## config.mk

```make
export PLATFORM = sky130hd
export DESIGN_NAME = secure_code_port
export DESIGN_NICKNAME = d
export VERILOG_FILES = /design/src/rtl/secure_code_port.sv
export SDC_FILE = /design/constraint.sdc
export NUM_CORES = 2
export LEC_CHECK = 0
export BUFFER_PORTS_ARGS = -buffer_cell sky130_fd_sc_hd__buf_4
export CAP_MARGIN = 5
export CORE_ASPECT_RATIO = 0.5
export CORE_UTILIZATION = 34
export DETAILED_ROUTE_END_ITERATION = 12
export HOLD_SLACK_MARGIN = 0.15
export SLEW_MARGIN = 20
export SYNTH_ARGS = -nofsm -noshare
export SYNTH_HDL_FRONTEND = slang
export SYNTH_SLANG_ARGS = --single-unit
```

## constraint.sdc

```tcl
create_clock -name clk -period 4.1 [get_ports clk]
set_input_delay 0.205 -clock clk [delete_from_list [all_inputs] [get_ports clk]]
set_output_delay 0.205 -clock clk [all_outputs]
set_load 0.01 [all_outputs]
```

## src/rtl/secure_code_port.sv

```systemverilog
module secure_code_port #(
  parameter int ADDR_W    = 8,
  parameter int KEY_DEPTH = 64,
  parameter int STROBES   = 5
) (
  input  logic              clk,
  input  logic              rst_n,
  input  logic [2:0]        mode,
  input  logic [ADDR_W-1:0] addr,
  input  logic [7:0]        wdata,
  input  logic              prog_n,
  input  logic              ext_sel,
  output logic [7:0]        rdata,
  output logic              wr_done,
  output logic              wr_err,
  output logic              fetch_block,
  output logic              verify_block,
  output logic              exec_block,
  output logic              ext_sel_held
);
  localparam int CODE_DEPTH = 1 << ADDR_W;
  localparam int KEY_W      = $clog2(KEY_DEPTH);
  localparam int CNT_W      = $clog2(STROBES + 1);
  localparam logic [2:0] M_PCODE = 3'd1, M_PKEY = 3'd2, M_PSEC = 3'd3,
                         M_READ  = 3'd4, M_SIG  = 3'd5;

  logic [7:0]        code_mem [CODE_DEPTH];
  logic [7:0]        key_mem  [KEY_DEPTH];
  logic [2:0]        sec_q;
  logic              prog_q, armed_q, ea_q;
  logic [CNT_W-1:0]  cnt_q, cnt_eff;
  logic [2:0]        cap_mode;
  logic [ADDR_W-1:0] cap_addr;
  logic [7:0]        cap_data;
  logic [7:0]        rd_next, sig_byte;

  wire is_prog  = (mode == M_PCODE) || (mode == M_PKEY) || (mode == M_PSEC);
  wire fall     = prog_q & ~prog_n;
  wire same     = {mode, addr, wdata} == {cap_mode, cap_addr, cap_data};
  assign cnt_eff = (cnt_q != '0 && !same) ? '0 : cnt_q;
  wire last     = fall && is_prog && (cnt_eff == CNT_W'(STROBES - 1));
  wire mem_cmd  = (mode == M_PCODE) || (mode == M_PKEY);
  wire sec_ok   = (addr[ADDR_W-1:2] == '0) && (addr[1:0] != 2'b00);
  wire accept   = last && (mem_cmd ? (sec_q == 3'b000) : sec_ok);
  wire [1:0] sec_idx = addr[1:0] - 2'd1;

  always_ff @(posedge clk or negedge rst_n) begin
    if (!rst_n) begin
      prog_q   <= 1'b1;
      cnt_q    <= '0;
      cap_mode <= '0;
      cap_addr <= '0;
      cap_data <= '0;
    end else begin
      prog_q <= prog_n;
      if (fall && is_prog) begin
        cnt_q    <= last ? '0 : cnt_eff + CNT_W'(1);
        cap_mode <= mode;
        cap_addr <= addr;
        cap_data <= wdata;
      end else begin
        cnt_q <= cnt_eff;
      end
    end
  end

  always_ff @(posedge clk or negedge rst_n) begin
    if (!rst_n) begin
      for (int i = 0; i < CODE_DEPTH; i++) code_mem[i] <= 8'hFF;
      for (int i = 0; i < KEY_DEPTH; i++)  key_mem[i]  <= 8'hFF;
      sec_q   <= 3'b000;
      wr_done <= 1'b0;
      wr_err  <= 1'b0;
    end else begin
      wr_done <= accept;
      wr_err  <= last && !accept;
      if (accept) begin
        case (mode)
          M_PCODE: code_mem[addr]              <= wdata;
          M_PKEY:  key_mem[addr[KEY_W-1:0]]    <= wdata;
          default: sec_q[sec_idx]              <= 1'b1;
        endcase
      end
    end
  end

  always_ff @(posedge clk or negedge rst_n) begin
    if (!rst_n) begin
      armed_q <= 1'b1;
      ea_q    <= 1'b0;
    end else if (armed_q) begin
      armed_q <= 1'b0;
      ea_q    <= ext_sel;
    end
  end

  always_comb begin
    if (addr == ADDR_W'(8'h30))      sig_byte = 8'h15;
    else if (addr == ADDR_W'(8'h31)) sig_byte = 8'h99;
    else if (addr == ADDR_W'(8'h60)) sig_byte = 8'h02;
    else                             sig_byte = 8'hFF;
    case (mode)
      M_READ:  rd_next = verify_block ? 8'hFF
                       : (code_mem[addr] ~^ key_mem[addr[KEY_W-1:0]]);
      M_SIG:   rd_next = sig_byte;
      default: rd_next = 8'hFF;
    endcase
  end

  always_ff @(posedge clk or negedge rst_n) begin
    if (!rst_n) rdata <= 8'hFF;
    else        rdata <= rd_next;
  end

  assign fetch_block  = sec_q[0];
  assign verify_block = sec_q[0] & sec_q[1];
  assign exec_block   = &sec_q;
  assign ext_sel_held = sec_q[0] ? ea_q : ext_sel;

  p_done_pulse_r1: assert property (@(posedge clk) disable iff (!rst_n)
    wr_done |=> !wr_done && !wr_err);
  p_err_pulse_r6: assert property (@(posedge clk) disable iff (!rst_n)
    wr_err |=> !wr_err && !wr_done);
  p_mem_lock_r6: assert property (@(posedge clk) disable iff (!rst_n)
    (last && mem_cmd && sec_q != 3'b000) |=> wr_err && !wr_done);
  p_sec_sticky_r6: assert property (@(posedge clk) disable iff (!rst_n)
    (sec_q != 3'b000) |=> (sec_q != 3'b000));
  p_read_blank_r7: assert property (@(posedge clk) disable iff (!rst_n)
    (mode == M_READ && verify_block) |=> rdata == 8'hFF);
  p_exec_nest_r8: assert property (@(posedge clk) disable iff (!rst_n)
    exec_block |-> verify_block && fetch_block);
  p_ea_hold_r9: assert property (@(posedge clk) disable iff (!rst_n)
    fetch_block |=> $stable(ext_sel_held));
  p_key_hidden_r5: assert property (@(posedge clk) disable iff (!rst_n)
    (mode != M_READ && mode != M_SIG) |=> rdata == 8'hFF);
endmodule

```

* Yosys cells after proc, flatten, opt, wreduce, memory -nomap -nowiden
Index checks and enable logic that the tools add are counted.
** Storage, ports and cells
- Output and inout bits :: 14
- Input bits :: 23
- Logic and storage cells :: 403
- Register bits :: 2598
** Operators by class
- Eq/ne operators :: 10
- Bitwise operators :: 8
- Reduce and logical (&&, ||, !) cells :: 22
- Mux-type cells :: 24
- Add/sub/neg operators :: 2
- Order comparisons :: 6
** Operator list (number)
- $bwmux 2048 :: 1
- $bwmux 512 :: 1
- $mux 8 :: 10
- $bmux 8 s8 :: 1
- $demux 8 s8 :: 1
- $bmux 8 s6 :: 1
- $demux 8 s6 :: 1
- $eq 19x19->1 :: 1
- $eq 8x6->1 const B :: 2
- $pmux 8 s2 :: 1
- $eq 3x3->1 const B :: 3
- $ge 9x9->1 const B :: 1
- $logic_and 1x1->1 :: 9
- $lt 9x1->1 const B :: 1
- $mux 3 :: 3
- $not 8->9 :: 1
- $eq 8x7->1 const B :: 1
- $xnor 8x8->8 :: 1
- $ge 7x7->1 const B :: 1
- $lt 7x1->1 const B :: 1
- $not 6->7 :: 1
- $eq 3x2->1 const B :: 2
- $logic_not 6->1 :: 1
- $reduce_and 2->1 :: 3
- other kinds (17) :: 23

* Depth between registers and ports, before layout
- Depth after elaboration :: 9
- Depth in mapped cells :: 14
- Depth with buffers taken out :: 11

* Least setup slack after synthesis
Ideal clock, no wire load.
- Kind :: flip-flop to flip-flop
- Start :: register cap_mode[1]
- End :: register key_mem[440] (netlist name)
- Path slack :: 1016 ps
- Period minus slack after synthesis :: 3084 ps
- Setup time :: 82 ps
- Stages on the path, launching flop included :: 14
- Data required time :: 4018 ps
- Arrival :: 3002 ps
- Cells stage by stage :: dfrtp_1 xor2_1 nor4_1 nand4_1 nor4_4 nand2_1 ha_1 and3_1 nand3_2 or2_2 clkbuf_1 buf_2 nor2_2 mux2_2
** Between the ends
- Word-level cells in the longest chain between the ends :: 8
** Ends and longest elaborated chain
- start: declaration :: line 32 : logic [2:0] cap_mode;
- start signal: assignment :: line 58 : cap_mode <= mode;
- $eq 19x19->1 :: line 39 : wire same = {mode, addr, wdata} == {cap_mode, cap_addr, cap_data};
- $logic_not 1->1 :: line 40 : assign cnt_eff = (cnt_q != '0 && !same) ? '0 : cnt_q;
- $logic_and 1x1->1 :: line 40
- $mux 3 :: line 40
- $eq 3x3->1 :: line 41 : wire last = fall && is_prog && (cnt_eff == CNT_W'(STROBES - 1));
- $logic_and 1x1->1 :: line 41
- $logic_and 1x1->1 :: line 44 : wire accept = last && (mem_cmd ? (sec_q == 3'b000) : sec_ok);
- $reduce_and 2->1 (no source line)
- end signal: indexed assignment :: line 80 : M_PKEY: key_mem[addr[KEY_W-1:0]] <= wdata;
- end: declaration :: line 28 : logic [7:0] key_mem [KEY_DEPTH];
Every way passes these cells.
A chain may end at the register's enable or synchronous reset.

* Worst setup path after layout
- Start :: register cap_mode[0]
- End :: register key_mem[145] (netlist name)
Same word-level chain as after synthesis.

==> summary.md <==
| Metric | Value |
|---|---|
| Die width | 846.4 um |
| RSZ-0062 raised after global routing | no |
| Remaining antenna violation count | 0 |
| Post-CTS Resized | 0 |
| Startpoint Class | flip-flop |
| Synth Register Bits | 2598 |
| Worst-path clk slew | 60 ps |
| Vias per cell | 5.337 |
| Main synth FF type | dfstp_2 |
| Hold Crit Class | primary input to flip-flop |
| Core Footprint | 353400 sq um |
| Biggest area consumer among synthesized cells | dfstp_2 |
| Pin count of the biggest net entering global routing | 198 |
| Ranking of synthesized cells by area | dfstp_2 (56%), mux2_2 (24%), mux4_2 (13%) |
| Routed wire per std cell | 26.60 um |
| Global placement routability congestion | 0.8816 |
| Final HPWL DP | 222100 um |
| DRT Pass-1 Iters | 5 |
| Mapped Nets | 7448 |
| CTS Buffer Depth | 4 |
| Critical Path AT | 4590 ps |
| Final hold vios | 0 |
| Port Buf Inserts | 36 |
| Layout cells sized above 1 | 89.71% |
| Cell area after synthesis | 121200 sq um |
| Synth top cells by count | mux2_2 (2578), dfstp_2 (2570), mux4_2 (680) |
| PwrDens | 373.0 nW/um^2 |
| Initial core utilization | 34.30% |
| Post-CTS setup buffers | 0 |
| Die Ht | 424.2 um |
| LEAKAGE | 55.18 nW |
| Cells after synthesis | 7423 |
| # IOs | 37 |
| Area growth, synth to finish | 17.10% |
| Count leader, synth | mux2_2 |
| Crit path time final | 3817 ps |
| CP Capture Type | flip-flop |
| # setup viols final | 0 |
| Number of synthesized flops with an enable pin | 0 |
| Filler cells | 32060 |
| Setup CP Type | flip-flop to flip-flop |
| Post-route DRC | 0 |
| Final nets | 7792 |
| Vias | 67890 |
| Clk sinks | 2598 |
| Critical path peak fanout | 11 |
| CTS buffer count | 270 |
| H-tree depth | 5 |
| MaxCap Viol Count | 0 |
| Worst-margin pin slew | 1255 ps |
| Post-synth top area share | 55.71% |
| Non-Filler Instances | 12720 |
| CTS tree | yes |
| Clock latency at the later pin of the worst-skew pair | 870 ps |
| Ys Warns | 0 |
| GRT overflow | 0 |
| Fin. max-slew vios | 0 |
| Syn avg cell area | 16.33 sq um |
| Status | complete, no violations |
| Die Area | 359000 sq um |
| Total track usage | 18.70% |
| Root Buffer | clkbuf_16 |
| Site row count | 154 |
| Final period utilization | 93.09% |
| First-pass GRT wire length | 507100 um |
| Clock skew | 33.21 ps |
| Distinct cells, synth | 46 |
| Data required, critical path | 4870 ps |
| Vias in the first global route | 72220 |
| TNS Setup | 0 ps |
| Sequential cell area fraction in the yosys report | 56.29% |
| Worst vdd rail ir drop | 0.3392 mV |
| DRT iter0 DRCs | 4512 |
| Fmax | 262.0 MHz |
| Antenna violations before repair | 8 |
| Worst slew margin | 16.32% |
| Post-synth ARST share | 100.0% |
| Drt total wl | 338300 um |
| Placed Instances | 12230 |
-- layer usage --
layer	global-route usage (%)	up-vias	routed length (um)
met5	0	-	58
met4	5.677	10	10960
met3	3.236	507	16530
met2	28.49	1382	152000
met1	27.33	37410	158800
li1	-	28570	-
-- worst max-delay path, stage by stage (launching register included) --
cell,delay (ps)
dfrtp_1,390
xor2_1,220
nor4_1,670
nand4_1,250
nor4_4,250
buf_4,200
nand3_2,120
buf_12,170
nor2_2,620
buf_12,220
nand2_1,70
buf_4,260
mux2_2,290
-- kinds of logic (layout without fill, tap and decap cells) --
logic type               Yosys count  in the layout  share of synthesized area, %
XOR/XNOR                          27             27                        0.1951
adder cells (fa/ha/maj)            2              2                       0.02064
buffers and inverters            593           1129                         1.960
AND/OR/NAND/NOR                  518            518                         2.598
AO/OA/AOI/OAI                    426            426                         2.344
flip-flops                      2598           2598                         56.29
multiplexers                    3258           3258                         36.59
other                              1              4                      0.003094
-- layout by cell type, fill, tap and decap left out, drive strengths merged, types with 51 or more instances in the layout --
cell,n
buf,634
a22oi,256
clkbuf,393
nand2,123
nand3,51
nor2,231
dfstp,2570
a21oi,135
mux4,680
mux2,2578
-- sequential cells by signal, summed over array words and instances (netlist names) --
signal	count
cap_addr	8
cap_mode	3
sec_q	3
wr_err	1
cap_data	8
armed_q	1
code_mem	2048
key_mem	512
ea_q	1
prog_q	1
cnt_q	3
rdata	8
wr_done	1
-- final timing paths --
check                             from       endpoint  slack [ps]  depth (start not counted)
max                        cap_mode[0]   key_mem[145]         280                         12
min                           wdata[5]   key_mem[501]         220                          3
max reg2reg                cap_mode[0]   key_mem[145]         280                         12
min reg2reg                cap_mode[0]    cap_mode[0]         510                          2
max in group asynchronous        rst_n    key_mem[39]        2560                          3
min in group asynchronous        rst_n  code_mem[471]         480                          2
-- per-stage QoR --
step	setup slack [ps]	utilization, %	power (W)	area (sq um)	hold WS [ps]
after detailed placement	246.3	37.63	0.02867	133000	375.2
final	283.3	40.16	0.05294	141900	215.6
after floorplan	1016	-	0.02727	121200	-90.59
after CTS	304.4	40.15	0.05364	141900	154.6
after global routing	189.6	40.16	0.05478	141900	213.4
after global placement	206.8	37.63	0.02866	133000	367.3
-- final cells by class --
class	count	area [sq um]	area share (%)
diodes	3	7.507	0.005289
clock buffers	393	7993	5.631
clock inverters	71	698.2	0.4919
inverters	7	26.28	0.01851
multi-input cells	4232	50720	35.74
flip-flops and latches	2598	68230	48.07
well taps	4758	5953	4.194
repair buffers	658	8305	5.852
-- repair_timing --
action,in CTS,in global routing
hold endpoints to repair,313,0
hold buffers,24,0
endpoints found under the setup margin,0,0
-- power by group --
part	switching, W	internal, W	total [W]
sequential	0.0000270	0.0258	0.0258
combinational	0.00183	0.000613	0.00245
clock	0.0104	0.0142	0.0247
total	0.0123	0.0407	0.0529
Note: power is estimated with default switching activity, not from simulation.
